**config.mk**
```make
export PLATFORM = sky130hd
export DESIGN_NAME = prefetch_buffer
export DESIGN_NICKNAME = d
export VERILOG_FILES = /design/src/rtl/pf_pkg.sv /design/src/rtl/pf_queue.sv /design/src/rtl/pf_flush_ctl.sv /design/src/rtl/pf_fetch_seq.sv /design/src/rtl/prefetch_buffer.sv
export SDC_FILE = /design/constraint.sdc
export NUM_CORES = 1
export LEC_CHECK = 0
export BUFFER_PORTS_ARGS = -buffer_cell sky130_fd_sc_hd__buf_2
export CAP_MARGIN = 25
export CORE_MARGIN = 1
export CORE_UTILIZATION = 52
export DETAILED_ROUTE_END_ITERATION = 7
export PLACE_DENSITY_LB_ADDON = 0.25
export SETUP_SLACK_MARGIN = 0.4
export SLEW_MARGIN = 20
export SYNTH_ARGS = -nofsm -noshare
export SYNTH_HDL_FRONTEND = slang
export SYNTH_SLANG_ARGS = --single-unit
export TNS_END_PERCENT = 1
```
**constraint.sdc**
```tcl
create_clock -name clk_i -period 4.4 [get_ports clk_i]
set_input_delay 0.22 -clock clk_i [delete_from_list [all_inputs] [get_ports clk_i]]
set_output_delay 0.22 -clock clk_i [all_outputs]
set_load 0.005 [all_outputs]
```
**src/rtl/pf_pkg.sv**
```systemverilog
package pf_pkg;
  typedef enum logic [1:0] {RST_HEAD, RST_JUMP, RST_PTR} restart_src_e;
  localparam int unsigned DWORD_BYTES = 4;
endpackage

```
**src/rtl/pf_queue.sv**
```systemverilog
module pf_queue #(
  parameter int unsigned DEPTH = 8,
  parameter int unsigned DW    = 32,
  localparam int unsigned IW   = (DEPTH > 1) ? $clog2(DEPTH) : 1,
  localparam int unsigned CW   = $clog2(DEPTH + 1)
) (
  input  logic          clk_i,
  input  logic          rst_ni,
  input  logic          clear_i,
  input  logic          push_i,
  input  logic [DW-1:0] push_data_i,
  input  logic          pop_i,
  output logic [DW-1:0] data_o,
  output logic [CW-1:0] count_o
);
  localparam logic [CW-1:0] FULL = CW'(DEPTH);
  localparam logic [IW-1:0] LAST = IW'(DEPTH - 1);

  logic [DW-1:0] mem_q [DEPTH];
  logic [IW-1:0] wr_q, rd_q;
  logic [CW-1:0] cnt_q;
  logic          do_pop;

  assign do_pop  = pop_i && (cnt_q != '0);
  assign data_o  = mem_q[rd_q];
  assign count_o = cnt_q;

  always_ff @(posedge clk_i) begin
    if (push_i && !clear_i) mem_q[wr_q] <= push_data_i;
  end

  always_ff @(posedge clk_i or negedge rst_ni) begin
    if (!rst_ni) begin
      wr_q  <= '0;
      rd_q  <= '0;
      cnt_q <= '0;
    end else if (clear_i) begin
      wr_q  <= '0;
      rd_q  <= '0;
      cnt_q <= '0;
    end else begin
      if (push_i) wr_q <= (wr_q == LAST) ? '0 : wr_q + 1'b1;
      if (do_pop) rd_q <= (rd_q == LAST) ? '0 : rd_q + 1'b1;
      unique case ({push_i, do_pop})
        2'b10:   cnt_q <= cnt_q + 1'b1;
        2'b01:   cnt_q <= cnt_q - 1'b1;
        default: cnt_q <= cnt_q;
      endcase
    end
  end

  p_no_overflow_r3: assert property (@(posedge clk_i) disable iff (!rst_ni)
    push_i |-> (count_o != FULL));
  p_clear_empties_r10: assert property (@(posedge clk_i) disable iff (!rst_ni)
    clear_i |=> (count_o == '0));
endmodule

```
**src/rtl/pf_flush_ctl.sv**
```systemverilog
module pf_flush_ctl
  import pf_pkg::*;
#(
  parameter int unsigned AW        = 32,
  parameter int unsigned CTL_W     = 8,
  parameter int unsigned FLUSH_BIT = 6
) (
  input  logic             clk_i,
  input  logic             rst_ni,
  input  logic             store_exec_i,
  input  logic             store_no_flush_i,
  input  logic             ptr_wr_i,
  input  logic [AW-1:0]    ptr_data_i,
  input  logic             xfer_valid_i,
  input  logic             xfer_taken_i,
  input  logic [AW-1:0]    xfer_target_i,
  input  logic             ctl_wr_i,
  input  logic [CTL_W-1:0] ctl_wdata_i,
  input  logic [AW-1:0]    head_addr_i,
  output logic             flush_o,
  output logic [AW-1:0]    restart_addr_o,
  output logic [CTL_W-1:0] ctl_rdata_o
);
  logic         bit_q;
  logic         jump;
  restart_src_e src;
  logic         unused_wdata;

  assign unused_wdata = ^ctl_wdata_i;
  assign jump         = xfer_valid_i && xfer_taken_i;

  // set by software, dropped on the edge that performs the flush
  always_ff @(posedge clk_i or negedge rst_ni) begin
    if (!rst_ni) bit_q <= 1'b0;
    else         bit_q <= ctl_wr_i && ctl_wdata_i[FLUSH_BIT];
  end

  assign flush_o = (store_exec_i && !store_no_flush_i) || ptr_wr_i || jump || bit_q;

  always_comb begin
    if (ptr_wr_i)  src = RST_PTR;
    else if (jump) src = RST_JUMP;
    else           src = RST_HEAD;
  end

  always_comb begin
    unique case (src)
      RST_PTR:  restart_addr_o = ptr_data_i;
      RST_JUMP: restart_addr_o = xfer_target_i;
      default:  restart_addr_o = head_addr_i;
    endcase
  end

  always_comb begin
    ctl_rdata_o            = '0;
    ctl_rdata_o[FLUSH_BIT] = bit_q;
  end

  p_ctl_flush_r8: assert property (@(posedge clk_i) disable iff (!rst_ni)
    (ctl_wr_i && ctl_wdata_i[FLUSH_BIT]) |=> flush_o);
  p_selfclear_r8: assert property (@(posedge clk_i) disable iff (!rst_ni)
    (ctl_rdata_o[FLUSH_BIT] && !ctl_wr_i) |=> !ctl_rdata_o[FLUSH_BIT]);
  p_nf_store_r5: assert property (@(posedge clk_i) disable iff (!rst_ni)
    (store_exec_i && store_no_flush_i && !ptr_wr_i && !jump && !ctl_rdata_o[FLUSH_BIT])
      |-> !flush_o);
endmodule

```
**src/rtl/pf_fetch_seq.sv**
```systemverilog
module pf_fetch_seq
  import pf_pkg::*;
#(
  parameter int unsigned AW         = 32,
  parameter int unsigned DEPTH      = 8,
  parameter logic [AW-1:0] RESET_ADDR = '0,
  localparam int unsigned CW        = $clog2(DEPTH + 1)
) (
  input  logic          clk_i,
  input  logic          rst_ni,
  input  logic          flush_i,
  input  logic [AW-1:0] restart_addr_i,
  input  logic [CW-1:0] q_count_i,
  input  logic          pop_i,
  input  logic          req_ready_i,
  input  logic          rsp_valid_i,
  output logic          req_valid_o,
  output logic [AW-1:0] req_addr_o,
  output logic          push_o,
  output logic [AW-1:0] head_addr_o
);
  localparam logic [CW-1:0] FULL = CW'(DEPTH);
  localparam logic [AW-1:0] STEP = AW'(DWORD_BYTES);

  logic [AW-1:0] fetch_q, head_q;
  logic          pend_q, drop_q;
  logic          accept, rsp_hit;

  assign req_valid_o = !pend_q && (q_count_i < FULL) && !flush_i;
  assign req_addr_o  = fetch_q;
  assign head_addr_o = head_q;
  assign accept      = req_valid_o && req_ready_i;
  assign rsp_hit     = pend_q && rsp_valid_i;
  assign push_o      = rsp_hit && !drop_q && !flush_i;

  always_ff @(posedge clk_i or negedge rst_ni) begin
    if (!rst_ni) begin
      fetch_q <= RESET_ADDR;
      head_q  <= RESET_ADDR;
      pend_q  <= 1'b0;
      drop_q  <= 1'b0;
    end else if (flush_i) begin
      fetch_q <= restart_addr_i;
      head_q  <= restart_addr_i;
      // a read still in flight must be swallowed when it returns
      pend_q  <= pend_q && !rsp_valid_i;
      drop_q  <= pend_q && !rsp_valid_i;
    end else begin
      if (accept) begin
        fetch_q <= fetch_q + STEP;
        pend_q  <= 1'b1;
      end else if (rsp_hit) begin
        pend_q  <= 1'b0;
        drop_q  <= 1'b0;
      end
      if (pop_i) head_q <= head_q + STEP;
    end
  end

  p_one_outstanding_r2: assert property (@(posedge clk_i) disable iff (!rst_ni)
    (req_valid_o && req_ready_i) |=> !req_valid_o);
  p_no_req_full_r3: assert property (@(posedge clk_i) disable iff (!rst_ni)
    (q_count_i == FULL) |-> !req_valid_o);
  p_restart_r6: assert property (@(posedge clk_i) disable iff (!rst_ni)
    flush_i |=> (req_addr_o == $past(restart_addr_i)));
  p_discard_r9: assert property (@(posedge clk_i) disable iff (!rst_ni)
    (drop_q && rsp_valid_i) |-> !push_o);
endmodule

```
**src/rtl/prefetch_buffer.sv**
```systemverilog
module prefetch_buffer #(
  parameter int unsigned   AW         = 32,
  parameter int unsigned   DW         = 32,
  parameter int unsigned   DEPTH      = 8,
  parameter int unsigned   FLUSH_BIT  = 6,
  parameter logic [AW-1:0] RESET_ADDR = '0,
  localparam int unsigned  CTL_W      = 8,
  localparam int unsigned  CW         = $clog2(DEPTH + 1)
) (
  input  logic             clk_i,
  input  logic             rst_ni,
  output logic             req_valid_o,
  output logic [AW-1:0]    req_addr_o,
  input  logic             req_ready_i,
  input  logic             rsp_valid_i,
  input  logic [DW-1:0]    rsp_data_i,
  output logic             instr_valid_o,
  output logic [DW-1:0]    instr_data_o,
  output logic             empty_o,
  input  logic             consume_i,
  input  logic             store_exec_i,
  input  logic             store_no_flush_i,
  input  logic             ptr_wr_i,
  input  logic [AW-1:0]    ptr_data_i,
  input  logic             xfer_valid_i,
  input  logic             xfer_taken_i,
  input  logic [AW-1:0]    xfer_target_i,
  input  logic             ctl_wr_i,
  input  logic [CTL_W-1:0] ctl_wdata_i,
  output logic [CTL_W-1:0] ctl_rdata_o
);
  logic          flush, push, pop;
  logic [AW-1:0] restart_addr, head_addr;
  logic [CW-1:0] count;

  assign empty_o       = (count == '0);
  assign instr_valid_o = !empty_o;
  assign pop           = consume_i && instr_valid_o && !flush;

  pf_flush_ctl #(.AW(AW), .CTL_W(CTL_W), .FLUSH_BIT(FLUSH_BIT)) u_flush (
    .clk_i, .rst_ni,
    .store_exec_i, .store_no_flush_i,
    .ptr_wr_i, .ptr_data_i,
    .xfer_valid_i, .xfer_taken_i, .xfer_target_i,
    .ctl_wr_i, .ctl_wdata_i,
    .head_addr_i    (head_addr),
    .flush_o        (flush),
    .restart_addr_o (restart_addr),
    .ctl_rdata_o
  );

  pf_fetch_seq #(.AW(AW), .DEPTH(DEPTH), .RESET_ADDR(RESET_ADDR)) u_fetch (
    .clk_i, .rst_ni,
    .flush_i        (flush),
    .restart_addr_i (restart_addr),
    .q_count_i      (count),
    .pop_i          (pop),
    .req_ready_i, .rsp_valid_i,
    .req_valid_o, .req_addr_o,
    .push_o         (push),
    .head_addr_o    (head_addr)
  );

  pf_queue #(.DEPTH(DEPTH), .DW(DW)) u_queue (
    .clk_i, .rst_ni,
    .clear_i     (flush),
    .push_i      (push),
    .push_data_i (rsp_data_i),
    .pop_i       (pop),
    .data_o      (instr_data_o),
    .count_o     (count)
  );

  p_flush_beats_consume_r10: assert property (@(posedge clk_i) disable iff (!rst_ni)
    (flush && consume_i) |=> empty_o);
  p_no_req_on_flush_r12: assert property (@(posedge clk_i) disable iff (!rst_ni)
    ptr_wr_i |-> !req_valid_o);
endmodule

```
Word-level counts from Yosys, hierarchy flattened
Memories as Yosys holds them, arrays and structs flattened.
Cells that the tools add are included.

storage, ports and cells
  bits in registers = 77
  bits in writable memories = 256
  bits of input ports = 115
  output and inout bits = 75
  logic and storage cells = 78
  memories = 1

operators by class
  add/subtract/negate cells = 6
  order comparisons = 1
  equal/unequal tests = 7
  muxes and demuxes = 22
  reduce and logical (&&, ||, !) cells = 33

memories
  name           words  width  read ports  clocked after memory_dff  wr ports  line            source
  u_queue.mem_q  8      32     1           0                         1         pf_queue.sv:19  logic [DW-1:0] mem_q [DEPTH];

operators by type and width
  cell                                                                     number
  32-bit 2-to-1 mux                                                        4
  32-bit by 3-bit adder with 32-bit output, second input constant          2
  32-bit one-hot mux with 2 select lines                                   1
  3-bit 2-to-1 mux                                                         6
  1-bit logical AND                                                        14
  2-bit nonzero test                                                       5
  1-bit 2-to-1 mux                                                         8
  4-bit one-hot mux with 2 select lines                                    1
  3-bit by 1-bit adder with 3-bit output, second input constant            2
  3-bit == test, second input constant                                     2
  1-bit zero test                                                          6
  3-bit nonzero test                                                       2
  4-bit by 1-bit adder with 4-bit output, second input constant            1
  2-bit by 1-bit == test with 1-bit output, second input constant          2
  2-bit == test, second input constant                                     2
  4-bit zero test                                                          1
  4-bit less-than comparator, second input constant                        1
  4-bit 2-to-1 mux                                                         1
  4-bit nonzero test                                                       1
  4-bit by 1-bit subtractor with 4-bit output, second input constant       1
  1-bit logical OR                                                         3
  2-bit 2-to-1 mux                                                         1
  2-bit by 1-bit inequality test with 1-bit output, second input constant  1
  2-bit AND reduction                                                      1

Depth between registers and ports, before layout
  depth in word-level cells = 11
  gate-level depth with buffers = 10
  depth with buffers taken out = 8

Hierarchy
Synthesis repeated with hierarchy kept, for this count alone.

second synthesis, totals
  cell total of the unflattened synthesis = 1006
  area, all modules = 15028.2 sq um

modules (own cells, without submodules)
  module           times used  cells an instance  area each (sq um)  seq. area each (sq um)
  pf_queue         1           444                10258.6            7937.6
  pf_fetch_seq     1           396                3738.6             1651.6
  pf_flush_ctl     1           163                1007.2             25.0
  prefetch_buffer  1           3                  23.8               0.0

Worst setup path after synthesis
No wires, ideal clock.

  kind = input -> register
  start point = input port xfer_taken_i
  end point = memory u_queue.mem_q[2][0], enable pin
  arrival time = 4.005 ns
  required time = 3.932 ns
  slack = -0.072 ns
  stages on the path = 7
  cells stage by stage = clkbuf_1 > and2_1 > buf_2 > or4_4 > buf_6 > or3_4 > nor3b_1

on the way
  word-level cells in the longest chain between the ends = 8

RTL lines
  item                                      line                                source
  start: declaration                        prefetch_buffer.sv:26               input logic xfer_taken_i,
  1-bit logical AND *                       pf_flush_ctl.sv:30                  assign jump = xfer_valid_i && xfer_taken_i;
  1-bit logical OR * (2 in a row)           pf_flush_ctl.sv:38                  assign flush_o = (store_exec_i && !store_no_flush_i) || ptr_wr_i || jump || bit_q;
  1-bit zero test *                         pf_queue.sv:29, pf_fetch_seq.sv:34
  1-bit logical AND                         pf_fetch_seq.sv:34                  assign push_o = rsp_hit && !drop_q && !flush_i;
  1-bit logical AND *                       pf_queue.sv:29                      if (push_i && !clear_i) mem_q[wr_q] <= push_data_i;
  1-bit 2-to-1 mux *                        pf_queue.sv:29
  1-bit 2-to-1 mux (implied by the code) *  pf_queue.sv:29
  end: declaration                          pf_queue.sv:19

Mark *: on every way between the ends. The rest lies on a longest branch, timed or not.

Worst setup path after layout
  start point = register u_queue.rd_q[0]
  end point = output port instr_data_o[2]

on the way
  word-level cells in the longest chain between the ends = 1

RTL lines
  item                      line                   source
  start: declaration        pf_queue.sv:20         logic [IW-1:0] wr_q, rd_q;
  start signal: assignment  pf_queue.sv:43         if (do_pop) rd_q <= (rd_q == LAST) ? '0 : rd_q + 1'b1;
  memory 8 x 32 bit         n/a
  end: declaration          prefetch_buffer.sv:18  output logic [DW-1:0] instr_data_o,

Every way passes these cells.

==> run_results.csv <==
group,metric,value,unit
status,outcome,"completed",
worst_setup_path,crit_chain,"buf_12 > mux4_2 > mux2_2 > buf_2",
drt,wl_per_cell,21.1,um
synth,synth_area_leaders,"edfxtp_1, dfrtp_1, mux4_2",
power_and_ir_drop,vdd_drop_max,0.000239,V
worst_setup_path,end_kind,"output port",
synth,ys_seq_elements,333,
final_layout,multiInputGateArea,5000,um2
drt,vias_per_cell,5.88,
final_layout,nets,1302,
timing,fin_crit,2.97,ns
drt,dr.pass1.iters,5,
worst_hold_path,hold_start,"rsp_data_i[3]",
synth,ys_types,66,
final_layout,drive_above_1_share,33.7,%
worst_hold_path,hold_path_class,"primary input to flop",
timing,slew_viol_final,0,
worst_setup_path,worstPathMaxFanout,34,
timing,setup-violations-final,0,
final_layout,num-fill-cells,2064,
timing,max_freq,336,MHz
synth,syn_area_per_cell,15.5,um2
synth,syn_inst,962,
power_and_ir_drop,power_density,399,nW/um2
global_routing,grt_max_degree,69,
clock_tree,cts_max_level,2,
timing,worstMarginPinSlew,1.03,ns
final_layout,final_util,63.1,%
global_routing,gr-total-overflow,0,
power_and_ir_drop,comb_power_share,8.7,%
synth,synth_edf_count,256,
global_routing,grt_pass1_vias,9343,
global_routing,track_usage,23.3,%
drt,antenna_left,0,
clock_tree,cts.sink_count,333,
worst_setup_path,max_stage_delay,0.88,ns
die,rows,61,
drt,drc,0,
clock_tree,clk_path_buf_depth,3,
die,die_y,171,um
synth,synth_top_flop_cell,"edfxtp_1",
die,dieArea,29300,um2
drt,routed_wl,33500,um
synth,synth_warnings,0,
placement,portBuffers,175,
clock_tree,ctsResizeCount,0,
final_layout,final-seq-area,9620,um2
global_routing,antenna_found_initial,2,
clock_tree,cts_tree,"done",
timing,relSlewSlack,30.8,%
placement,placedCellCount,1482,
synth,synth_area_leader_cell,"edfxtp_1",
power_and_ir_drop,seqPwrFrac,51.8,%
die,die_width,171,um
worst_setup_path,r2r_slack,1.65,ns
timing,finalHoldViolCount,0,
synth,synth_top_area_share,51.6,%
die,start_util,53.2,%
placement,gp_congestion,0.877,
clock_tree,clk_pin_slew,0.06,ns
clock_tree,clk_latency,0.52,ns
worst_setup_path,crit_type,"flop to output port",
clock_tree,postCtsSetupBuffers,0,
drt,vias,9319,
synth,ys_seq_area_share,64.5,%
power_and_ir_drop,p_leak,6.30,nW
timing,grt_setup_unrepaired,"no",
worst_setup_path,crit_required,4.18,ns
die,io-pin-count,190,
power_and_ir_drop,swShare,23.6,%
placement,hpwl,20700,um
clock_tree,numCtsBuffers,36,
timing,min_period_over_period,67.6,%
worst_setup_path,arrival,2.75,ns
clock_tree,cts_root_buf,"clkbuf_16",
drt,detail_route.iter0.violations,727,
die,coreArea,28000,um2
worst_setup_path,timing.rr.start,"u_flush.bit_q",
power_and_ir_drop,clock_power_share,39.5,%
final_layout,syn2layout_area_growth,18.6,%
worst_setup_path,start_kind,"flop",
final_layout,stdcell_count,1584,
power_and_ir_drop,cell_internal_pwr,0.00538,W
synth,synthesis.area,14900,um2
worst_setup_path,startpoint,"u_queue.rd_q[0]",
timing,skew,0.0199,ns
flow_run,maxCapViolations,0,
timing,whs,0.0159,ns
power_and_ir_drop,switchingPower,0.00166,W
synth,synthArstFlopShare,23.1,%
global_routing,grt_pass1_wl,51500,um
worst_setup_path,slowest_stage,"dfrtp_4",
==> cells by family (layout without fill, tap and decap cells) <==
group	Yosys count	in the layout	share of synthesized area [%]
fa+ha+maj	8	8	0.672
flops	333	333	64.5
simple gates	227	227	8.45
mux	137	137	15.2
buf+inv	71	308	2.52
other cells	1	8	0.0252
compound gates	159	159	7.09
xor+xnor	26	26	1.53
==> registers in the layout (all words and copies together), names as in the netlist, 3 cells and up <==
register,flops
u_fetch.head_addr_o,32
u_fetch.req_addr_o,32
u_queue.count_o,4
u_queue.mem_q,256
u_queue.rd_q,3
u_queue.wr_q,3
==> power groups by stage <==
| stage | registers [W] | clock network [W] | logic [W] |
|---|---|---|---|
| after floorplan | 0.00367 | 0 | 0.000372 |
| after global placement | 0.00370 | 0 | 0.000573 |
| after detailed placement | 0.00371 | 0 | 0.000586 |
| after CTS | 0.00364 | 0.00283 | 0.000616 |
| after global routing | 0.00366 | 0.00294 | 0.000683 |
| final | 0.00365 | 0.00278 | 0.000615 |
==> per-stage QoR <==
stage               setup WS, ns  cell area (um2)  total power (W)  setup TNS, ns
detailed placement          1.55            16200          0.00429              0
global route                1.26            17700          0.00729              0
floorplan                -0.0642            14900          0.00404          -2.54
global placement            1.56            16200          0.00428              0
CTS                         1.35            17600          0.00709              0
finish                      1.43            17700          0.00705              0
==> cell usage after synthesis, types with 4 or more instances <==
| cell type | instances |
|---|---|
| nand2_1 | 33 |
| and2_1 | 6 |
| and4_1 | 7 |
| nor2_1 | 50 |
| nand4_1 | 25 |
| inv_1 | 8 |
| clkbuf_1 | 26 |
| mux2_2 | 70 |
| mux4_2 | 64 |
| o2bb2a_1 | 4 |
| buf_2 | 15 |
| o22ai_1 | 5 |
| buf_6 | 4 |
| buf_1 | 7 |
| o21ai_0 | 21 |
| o211ai_1 | 8 |
| nor3b_1 | 7 |
| nor3_1 | 23 |
| nand3_1 | 20 |
| o21a_1 | 11 |
| dfrtp_1 | 77 |
| o22a_1 | 4 |
| a211oi_1 | 13 |
| a21oi_1 | 49 |
| a41o_1 | 5 |
| xnor2_1 | 8 |
| and3_1 | 18 |
| a31oi_1 | 15 |
| edfxtp_1 | 256 |
| xor2_1 | 18 |
| ha_1 | 8 |
| nand2b_1 | 10 |
| buf_4 | 8 |
| nor2b_1 | 9 |
==> cell usage in the layout (no fill, tap or decap), drive strengths merged, types with 4 or more instances in the layout <==
master / Yosys / layout
a211oi: 13 / 13
a21oi: 49 / 49
a31oi: 15 / 15
a41o: 5 / 5
and2: 6 / 6
and3: 19 / 19
and4: 7 / 7
buf: 34 / 199
clkbuf: 29 / 45
clkinv: 0 / 15
conb: 1 / 7
dfrtp: 77 / 77
dlygate4sd3: 0 / 37
edfxtp: 256 / 256
ha: 8 / 8
inv: 8 / 10
mux2: 70 / 70
mux4: 64 / 64
nand2: 33 / 33
nand2b: 10 / 10
nand3: 21 / 21
nand4: 26 / 26
nor2: 50 / 50
nor2b: 9 / 9
nor3: 25 / 25
nor3b: 7 / 7
nor4: 5 / 5
o211ai: 8 / 8
o21a: 11 / 11
o21ai: 24 / 24
o22a: 4 / 4
o22ai: 5 / 5
o2bb2a: 4 / 4
or3: 4 / 4
xnor2: 8 / 8
xor2: 18 / 18
==> repair_timing <==
| item | in CTS | in global routing |
|---|---|---|
| hold endpoints to repair | 300 | 0 |
| setup endpoints to repair | 0 | 0 |
| hold buffers | 37 | 0 |
==> path summary, 6_finish.rpt <==
check                      cells after the start                     end
max                                            4         instr_data_o[2]
min                                            1     u_queue.mem_q[1][3]
max reg2reg                                    4     u_queue.mem_q[2][6]
min reg2reg                                    1   u_fetch.req_addr_o[1]
max in group asynchronous                      3         u_queue.rd_q[1]
min in group asynchronous                      2  u_fetch.req_addr_o[24]
==> routing by layer <==
layer  GRT usage, %  vias up  share of wire, %
li1               -     4254                 -
met1           31.2     4664                42
met2           38.8      335                49
met3           4.16       62               6.1
met4           7.10        4               2.5
met5           1.39        -              0.19
==> area by class of cell <==
type / count / share of cell area (%)
Sequential cell: 333 / 54.5
Clock buffer: 45 / 5.35
Tap cell: 378 / 2.68
Inverter: 8 / 0.170
Antenna cell: 1 / 0.0142
Timing Repair Buffer: 236 / 8.21
Clock inverter: 19 / 0.801
Multi-Input combinational cell: 564 / 28.3
==> worst max-delay path: cells and delay by family (launching register included) <==
family                 cells  cell delay (ns)
buffers and inverters      2             0.50
DFF                        1             0.88
muxes                      2             0.86
(Power assumes the default switching activity.)
